--- config.mk ---
export PLATFORM = sky130hd
export DESIGN_NAME = flash_erase_ctl
export DESIGN_NICKNAME = d
export VERILOG_FILES = /design/src/rtl/flash_ctl_pkg.sv /design/src/rtl/flash_spi_front.sv /design/src/rtl/flash_erase_timer.sv /design/src/rtl/flash_status_tx.sv /design/src/rtl/flash_erase_ctl.sv
export SDC_FILE = /design/constraint.sdc
export NUM_CORES = 1
export LEC_CHECK = 0
export BUFFER_PORTS_ARGS = -buffer_cell sky130_fd_sc_hd__buf_2
export CORE_UTILIZATION = 58
export DETAILED_ROUTE_END_ITERATION = 8
export HOLD_SLACK_MARGIN = 0.08
export PLACE_DENSITY = 0.86
export SLEW_MARGIN = 20
export SYNTH_ARGS = -nofsm -noshare
export SYNTH_HDL_FRONTEND = slang
export SYNTH_HIERARCHICAL = 1
export SYNTH_SLANG_ARGS = --single-unit
--- constraint.sdc ---
create_clock -name clk -period 2.4 [get_ports clk]
set_input_delay 0.12 -clock clk [delete_from_list [all_inputs] [get_ports clk]]
set_output_delay 0.12 -clock clk [all_outputs]
set_load 0.01 [all_outputs]
--- src/rtl/flash_ctl_pkg.sv ---
// Shared opcodes and the status byte layout for the erase controller.
package flash_ctl_pkg;

    localparam logic [7:0] OP_SET_WEL  = 8'h06;
    localparam logic [7:0] OP_RD_STAT  = 8'h05;
    localparam logic [7:0] OP_CHIP_ERS = 8'hC7;

    // Status byte: bit0 busy, bit1 write-enable latch, bits 3:2 protect.
    typedef struct packed {
        logic [3:0] zero;
        logic [1:0] prot;
        logic       wel;
        logic       busy;
    } stat_t;

endpackage

--- src/rtl/flash_spi_front.sv ---
// Serial front end. Registers the pins on clk, detects SCK rising edges
// and chip-select rising edges, and assembles the first byte of each
// selection as the opcode.
// Assumes SCK and chip-select levels last at least two clk cycles.
module flash_spi_front #(
    parameter int BITS = 8
) (
    input  logic            clk,
    input  logic            rst_n,
    input  logic            cs_n,
    input  logic            sck,
    input  logic            si,
    output logic            cs_sync,
    output logic            cs_rise,
    output logic            sck_rise,
    output logic            op_valid,
    output logic [BITS-1:0] op_byte,
    output logic            on_boundary
);
    localparam int CW = $clog2(BITS);

    logic            cs_s, sck_s, si_s, cs_q, sck_q;
    logic [BITS-2:0] shreg;
    logic [CW-1:0]   bit_cnt;
    logic            op_seen;
    logic            byte_end;

    // Sample the pins and keep their previous values for edge detection.
    always_ff @(posedge clk) begin
        if (!rst_n) begin
            cs_s  <= 1'b1;
            sck_s <= 1'b0;
            si_s  <= 1'b0;
            cs_q  <= 1'b1;
            sck_q <= 1'b0;
        end else begin
            cs_s  <= cs_n;
            sck_s <= sck;
            si_s  <= si;
            cs_q  <= cs_s;
            sck_q <= sck_s;
        end
    end

    assign cs_sync     = cs_s;
    assign cs_rise     = cs_s & ~cs_q;
    assign sck_rise    = sck_s & ~sck_q & ~cs_s;
    assign byte_end    = sck_rise && (bit_cnt == CW'(BITS - 1));
    assign op_valid    = byte_end & ~op_seen;
    assign op_byte     = {shreg, si_s};
    assign on_boundary = (bit_cnt == '0);

    // Shift data bits and count them; a deselect clears the selection state.
    always_ff @(posedge clk) begin
        if (!rst_n || cs_s) begin
            shreg   <= '0;
            bit_cnt <= '0;
            op_seen <= 1'b0;
        end else if (sck_rise) begin
            shreg   <= {shreg[BITS-3:0], si_s};
            bit_cnt <= bit_cnt + 1'b1;
            if (byte_end) op_seen <= 1'b1;
        end
    end

endmodule

--- src/rtl/flash_erase_timer.sv ---
// Self-timed erase period as a down-counter.
// busy is high for CYCLES cycles after start.
// wel_clr pulses once, when WEL_LEFT cycles of the period remain.
// Assumes 1 <= WEL_LEFT < CYCLES.
module flash_erase_timer #(
    parameter int CYCLES   = 64,
    parameter int WEL_LEFT = 8
) (
    input  logic clk,
    input  logic rst_n,
    input  logic start,
    output logic busy,
    output logic wel_clr
);
    localparam int CW = $clog2(CYCLES + 1);

    logic [CW-1:0] remain;

    // Load on start, then count down to zero.
    always_ff @(posedge clk) begin
        if (!rst_n)              remain <= '0;
        else if (start)          remain <= CW'(CYCLES);
        else if (remain != '0)   remain <= remain - 1'b1;
    end

    assign busy    = (remain != '0);
    assign wel_clr = (remain == CW'(WEL_LEFT));

endmodule

--- src/rtl/flash_status_tx.sv ---
// Status serializer. After a load it presents the live status MSB first
// and steps one bit per SCK rising edge, wrapping so the byte repeats.
// Drives 0 when no status read is active.
module flash_status_tx #(
    parameter int W = 8
) (
    input  logic         clk,
    input  logic         rst_n,
    input  logic         cs_sync,
    input  logic         load,
    input  logic         shift,
    input  logic [W-1:0] status,
    output logic         so
);
    localparam int IW = $clog2(W);

    logic          active;
    logic [IW-1:0] idx;

    // Track the read window and the bit index within the byte.
    always_ff @(posedge clk) begin
        if (!rst_n || cs_sync) begin
            active <= 1'b0;
            idx    <= IW'(W - 1);
        end else if (load) begin
            active <= 1'b1;
            idx    <= IW'(W - 1);
        end else if (shift && active) begin
            idx    <= (idx == '0) ? IW'(W - 1) : idx - 1'b1;
        end
    end

    assign so = active & status[idx];

endmodule

--- src/rtl/flash_erase_ctl.sv ---
// Top level of the serial flash erase controller. Decodes the write-enable,
// status-read and whole-array erase opcodes and owns the latch and the
// protect bits. It commits an erase only on a byte-aligned deselect.
// Assumes a serial clock several times slower than clk.
module flash_erase_ctl #(
    parameter int ERASE_CYCLES   = 64,
    parameter int WEL_CLEAR_LEFT = 8
) (
    input  logic       clk,
    input  logic       rst_n,
    input  logic       cs_n,
    input  logic       sck,
    input  logic       si,
    output logic       so,
    input  logic       bp_load,
    input  logic [1:0] bp_value,
    output logic       erase_req,
    output logic       erase_busy
);
    import flash_ctl_pkg::*;

    localparam int OPW = 8;

    logic           cs_sync, cs_rise, sck_rise, op_valid, on_boundary;
    logic [OPW-1:0] op_byte;
    logic           wip, wel_clr;
    logic           wel_q, pend_q, erase_go;
    logic [1:0]     bp_q;
    logic           hit_wel, hit_rd, hit_ers;
    stat_t          stat;

    flash_spi_front #(.BITS(OPW)) u_front (
        .clk         (clk),
        .rst_n       (rst_n),
        .cs_n        (cs_n),
        .sck         (sck),
        .si          (si),
        .cs_sync     (cs_sync),
        .cs_rise     (cs_rise),
        .sck_rise    (sck_rise),
        .op_valid    (op_valid),
        .op_byte     (op_byte),
        .on_boundary (on_boundary)
    );

    flash_erase_timer #(
        .CYCLES   (ERASE_CYCLES),
        .WEL_LEFT (WEL_CLEAR_LEFT)
    ) u_timer (
        .clk     (clk),
        .rst_n   (rst_n),
        .start   (erase_go),
        .busy    (wip),
        .wel_clr (wel_clr)
    );

    // Opcode hits, each gated by the busy and guard conditions.
    always_comb begin
        hit_wel = op_valid && (op_byte == OP_SET_WEL) && !wip;
        hit_rd  = op_valid && (op_byte == OP_RD_STAT);
        hit_ers = op_valid && (op_byte == OP_CHIP_ERS) && !wip
                  && wel_q && (bp_q == 2'b00);
    end

    // Write-enable latch: set by its opcode, cleared by the erase timer.
    always_ff @(posedge clk) begin
        if (!rst_n)       wel_q <= 1'b0;
        else if (wel_clr) wel_q <= 1'b0;
        else if (hit_wel) wel_q <= 1'b1;
    end

    // Protect bits written from the load port.
    always_ff @(posedge clk) begin
        if (!rst_n)       bp_q <= 2'b00;
        else if (bp_load) bp_q <= bp_value;
    end

    // Erase is pending after its opcode; any further bit or deselect drops it.
    always_ff @(posedge clk) begin
        if (!rst_n)        pend_q <= 1'b0;
        else if (cs_rise)  pend_q <= 1'b0;
        else if (hit_ers)  pend_q <= 1'b1;
        else if (sck_rise) pend_q <= 1'b0;
    end

    assign erase_go = cs_rise && pend_q && on_boundary;

    // Registered one-cycle request to the array, aligned with busy rising.
    always_ff @(posedge clk) begin
        if (!rst_n) erase_req <= 1'b0;
        else        erase_req <= erase_go;
    end

    always_comb begin
        stat      = '0;
        stat.prot = bp_q;
        stat.wel  = wel_q;
        stat.busy = wip;
    end

    flash_status_tx #(.W(OPW)) u_tx (
        .clk     (clk),
        .rst_n   (rst_n),
        .cs_sync (cs_sync),
        .load    (hit_rd),
        .shift   (sck_rise),
        .status  (stat),
        .so      (so)
    );

    assign erase_busy = wip;

endmodule

Word-level counts from Yosys, hierarchy flattened. Index checks and enable logic that the tools add are counted.

Register bits after elaboration: 32. Input bits: 8. Output and inout port bits: 3. Logic and storage cells: 67.

Add/subtract/negate cells: 3. Magnitude comparators: 1. Eq/ne operators: 5. Mux-type cells: 7. Bitwise logic cells: 10. Reductions and logical operators: 25.

Operators by type and width (count): $eq 8x3->1 const B (2); $mux 7 (2); $logic_and 1x1->1 (11); $eq 8x8->1 const B (1); $reduce_or 2->1 (4); $eq 7x4->1 const B (1); $reduce_bool 7->1 (1); $sub 7x1->7 const B (1); $logic_not 3->1 (2); $and 1x1->1 (5); $not 1->1 (5); $lt 3x4->1 const B (1); $reduce_bool 2->1 (2); $add 3x1->3 const B (1); $bmux 1 s3 (1); $eq 3x3->1 const B (1); $mux 1 (3); $mux 3 (1); $sub 3x1->3 const B (1); $logic_not 1->1 (2); $logic_not 2->1 (1); $reduce_and 2->1 (1); $logic_or 1x1->1 (1).

Logic depth before layout (Yosys ltp).
Depth in word-level cells: 10. Mapped depth: 9. Mapped depth without buffers: 9.

Cells and area by module. Netlist, hierarchy kept.

By module, submodules not included: flash_spi_front (times used 1, cells an instance 67, area each 594.3 sq um, seq. area each 320.3 sq um); flash_erase_timer (times used 1, cells an instance 42, area each 396.6 sq um, seq. area each 140.1 sq um); flash_erase_ctl (times used 1, cells an instance 25, area each 261.5 sq um, seq. area each 100.1 sq um); flash_status_tx (times used 1, cells an instance 29, area each 257.7 sq um, seq. area each 80.1 sq um).

Worst setup path before layout. Ideal clock, no wire load.

Path kind: register to register. Start point: register u_timer.remain[0]. End point: register pend_q. Library setup time: 0.073 ns. Arrival time: 1.868 ns. Data required time: 2.327 ns. Setup slack: 0.459 ns. Stages on the path, launching flop included: 10. Buffers on the path: 0. Period minus slack after synthesis: 1.941 ns. Cell sequence: dfxtp_1 > inv_1 > ha_1 > or4b_4 > nor2_8 > inv_2 > nand2b_4 > nor4_4 > a32oi_1 > nor3b_2.

Word-level cells in the longest chain between the ends: 6. Elaborated cells between the ends (all ways): 7. Those cells by class: mux (1); reduce/logical (6).

RTL lines: start, declared (line flash_erase_timer.sv:17) `logic [CW-1:0] remain;`; start signal, assigned (line flash_erase_timer.sv:22) `else if (start) remain <= CW'(CYCLES);`; start signal, assigned (line flash_erase_timer.sv:23) `else if (remain != '0) remain <= remain - 1'b1;`; $reduce_bool 7->1 (*) (line flash_erase_timer.sv:26) `assign busy = (remain != '0);`; via erase_busy (line flash_erase_ctl.sv:18) `output logic erase_busy`; $logic_not 1->1 (*) (line flash_erase_ctl.sv:61) `hit_ers = op_valid && (op_byte == OP_CHIP_ERS) && !wip`; $logic_and 1x1->1 (*) (line flash_erase_ctl.sv:61); $logic_and 1x1->1 (*) (2 in series) (line flash_erase_ctl.sv:62) `&& wel_q && (bp_q == 2'b00);`; $mux 1 or $reduce_bool 2->1 (tied branches); end signal, assigned (line flash_erase_ctl.sv:81) `else if (cs_rise) pend_q <= 1'b0;`; end signal, assigned (line flash_erase_ctl.sv:82) `else if (hit_ers) pend_q <= 1'b1;`; end signal, assigned (line flash_erase_ctl.sv:83) `else if (sck_rise) pend_q <= 1'b0;`; end, declared (line flash_erase_ctl.sv:27) `logic wel_q, pend_q, erase_go;`.

The timed path passes the listed nets; every way through them passes the cells marked *. A chain may end at the register's enable or synchronous reset.

Worst setup path after layout.
Start point: register u_timer.remain[0]. End point: output so.

Word-level cells in the longest chain between the ends: 4.

RTL lines: $reduce_bool 7->1 (line flash_erase_timer.sv:26); $bmux 1 s3 (line flash_status_tx.sv:33) `assign so = active & status[idx];`; $mux 1 (not written as such) (line flash_status_tx.sv:33); $and 1x1->1 (line flash_status_tx.sv:33); end, declared (line flash_erase_ctl.sv:14) `output logic so,`.

No other way between the ends. The select of a mux whose other input is x is not followed.

==> flow_summary_export.csv <==
group,metric,value,unit
worst_setup_path,cp-end-kind,"output pin",
sta,setup_viol,0,
sta,slew_violations,0,
synthesis,synth-main-ff-cell,"dfxtp_1",
floorplan,fp.dieW,53.0,µm
power,p_clk_share,20.0,%
worst_setup_path,r2r-start,"u_timer/remain[0]$_SDFFE_PP0P_",
worst_setup_path,reg2reg_to,"pend_q$_SDFFE_PP0P_",
sta,final.setup_skew,0.00784,ns
layout,n_antenna_cell,0,
layout,areaGrowthSynthToFinish,20.2,%
synthesis,ys_warn_count,6,
clock_network,cts_tree,"built",
synthesis,synthTopCellsByArea,"dfxtp_1 42%, nand2_1 6.0%, ha_1 5.8%",
sta,hold_viol,0,
synthesis,synth_seq_cells,32,
worst_hold_path,min_path_cells,3,
routing,wl,3200,µm
power,p_sw_share,34.0,%
grt,first_global_vias,1188,
placement,io_buffers,10,
worst_setup_path,startpoint,"u_timer/remain[0]$_SDFFE_PP0P_",
layout,fill_cells,170,
routing,via_per_inst,5.55,
synthesis,synth_cells,163,
status,status,"finished, final reports clean",
synthesis,synth_area,1510,µm²
worst_setup_path,cp-start-kind,"register",
grt,antenna_found_initial,0,
clock_network,cts_made_buffers,5,
grt,grt_start_max_net_pins,14,
power,power_frac_comb,39.5,%
power,switchingPower,0.544,mW
clock_network,h-tree-depth,2,
routing,drcViolationCount,0,
clock_network,clock-sinks,32,
clock_network,worstSkewPairLatency,0.33,ns
worst_setup_path,reg2reg_slack,0.36,ns
synthesis,yosysTopAreaCellShare,42.4,%
worst_hold_path,hp-class,"in -> reg",
grt,grt-ovfl-total,0,
clock_network,cts-root-buf,"clkbuf_4",
floorplan,coreArea,2480,µm²
worst_setup_path,critPathMaxFanout,2,
worst_setup_path,r2r_cells,10,
routing,dr.pass1.iters,5,
routing,num_vias,1254,
run,maxCapViolCount,0,
power,seqPwrFrac,40.5,%
synthesis,yosysTopAreaCell,"dfxtp_1",
worst_setup_path,required,2.28,ns
worst_hold_path,min_from,"bp_load",
clock_network,clk_pin_slew,0.10,ns
layout,finalNonFillerCells,226,
floorplan,io-pin-count,11,
sta,hold_slack,0.0931,ns
worst_hold_path,holdPathEnd,"bp_q[0]$_SDFFE_PN0P_",
synthesis,ys_seq_area_share,42.4,%
clock_network,ctsLongestPathBuffers,2,
power,cellPowerDensity,883,nW/µm²
synthesis,async_flop_share,0,%
placement,dp_cells,202,
layout,fin_nets,210,
power,leakagePower,0.762,nW
sta,post-route-min-period,2.32,ns
synthesis,synth_edf_count,0,
routing,wire_per_inst,14.2,µm
layout,drive_gt1_share,23.0,%
placement,gp_congestion,0.834,
synthesis,synth_cell_types,42,
placement,dp_hpwl,2160,µm
grt,grt_use_total,26.4,%
layout,layout_common_cells,"30 x dfxtp_1, 24 x nand2_1, 13 x a21oi_1",
routing,drtIter0Drc,39,
sta,max_freq,0.432,GHz
sta,final.period_utilization,96.5,%
layout,final_common_cell,"dfxtp_1",
worst_setup_path,critPathKind,"reg -> out",
floorplan,core.rowCount,18,
synthesis,syn_area_per_cell,9.27,µm²
floorplan,die_h,53.0,µm
floorplan,start_util,61.0,%
grt,grt_first_pass_wirelength,5180,µm
routing,ant_nets,0,
power,p_int,1.06,mW
floorplan,dieArea,2810,µm²
power,ir_drop,1040,µV
worst_setup_path,cp.arrival,2.20,ns
[cell usage after synthesis, drive strengths merged, types with 2 or more instances]
cell,instances
buf,4
dfxtp,32
nor3b,4
and2,4
nor4,3
xnor2,4
ha,7
mux2i,3
nor2,11
nand2b,6
a21oi,13
o31ai,2
nor2b,5
a211oi,2
nor4b,3
inv,9
nand2,24
nor3,9
[final cells by class]
type	count	area, µm²	share of cell area, %
Inverter	9	36.3	2.00
Clock inverter	2	10.0	0.551
Sequential cell	32	643	35.4
Tap cell	30	37.5	2.07
Multi-Input combinational cell	121	852	46.9
Clock buffer	6	51.3	2.83
Timing Repair Buffer	26	185	10.2
[logic make-up after synthesis]
kind of cell	synth area share, %
AO/OA/AOI/OAI	10.6
XOR/XNOR	2.32
adder cells (fa/ha/maj)	5.80
buffers and inverters	3.89
flip-flops	42.4
multiplexers	4.47
other	0.248
AND/OR/NAND/NOR	30.2
[flip-flops by register name, indices dropped and copies added, names as in the netlist]
register / cells
u_front/shreg: 7
u_front/op_seen: 1
u_front/bit_cnt: 3
wel_q: 1
u_front/cs_sync: 1
bp_q: 2
erase_req: 1
u_tx/active: 1
u_front/cs_q: 1
u_front/sck_q: 1
u_front/si_s: 1
pend_q: 1
u_timer/remain: 7
u_tx/idx: 3
u_front/sck_s: 1
[metrics by stage]
stage                     total power [mW]  setup TNS, ns  util [%]  instance area (µm²)  setup WS (ns)
after floorplan                      0.990              0         -                 1520          0.459
after detailed placement              1.08              0      63.9                 1580          0.207
after global placement                1.06              0      63.9                 1580          0.342
final                                 1.60              0      73.3                 1820         0.0839
after global routing                  1.68       -0.00443      73.3                 1820       -0.00443
after CTS                             1.55              0      72.7                 1800         0.0118
[worst max-delay path by stage]
stage | to | slack (ns) | cells past startpoint
6_report | so | 0.08 | 9
5_1_grt | so | -0.004 | 9
4_1_cts | so | 0.01 | 9
3_5_place_dp | so | 0.21 | 9
3_3_place_gp | so | 0.34 | 9
2_1_floorplan | pend_q$_SDFFE_PP0P_ | 0.46 | 9
[metal layers]
layer,up-vias,track usage (%),part of all wire [%]
met5,-,0,0
met4,0,12.3,1.4
met3,7,9.48,4.8
met2,32,47.5,53
met1,591,26.9,40
li1,624,-,-
[timing repair]
item / CTS / global route
hold endpoints to repair: 5 / 0
buffers inserted: 8 / 2
gates resized for setup: 10 / 0
setup endpoints to repair: 1 / 1
hold buffers: 6 / 0
gates cloned: 0 / 0
pin swaps: 4 / 4
[power by group through the flow]
stage / logic, mW / clock network, mW / registers, mW
floorplan: 0.351 / 0 / 0.639
global placement: 0.405 / 0 / 0.651
detailed placement: 0.423 / 0 / 0.658
CTS: 0.579 / 0.329 / 0.644
global route: 0.675 / 0.345 / 0.657
finish: 0.633 / 0.321 / 0.648
[worst max-delay path, cell delays in order (launching register included)]
cell and delay [ns]:
dfxtp_2 0.34, inv_2 0.07, ha_4 0.13, or4b_4 0.50
nor2_8 0.12, inv_4 0.04, mux2_4 0.27, o31ai_4 0.17
a311oi_1 0.07, buf_2 0.15
Note: power is estimated with default switching activity, not from simulation.
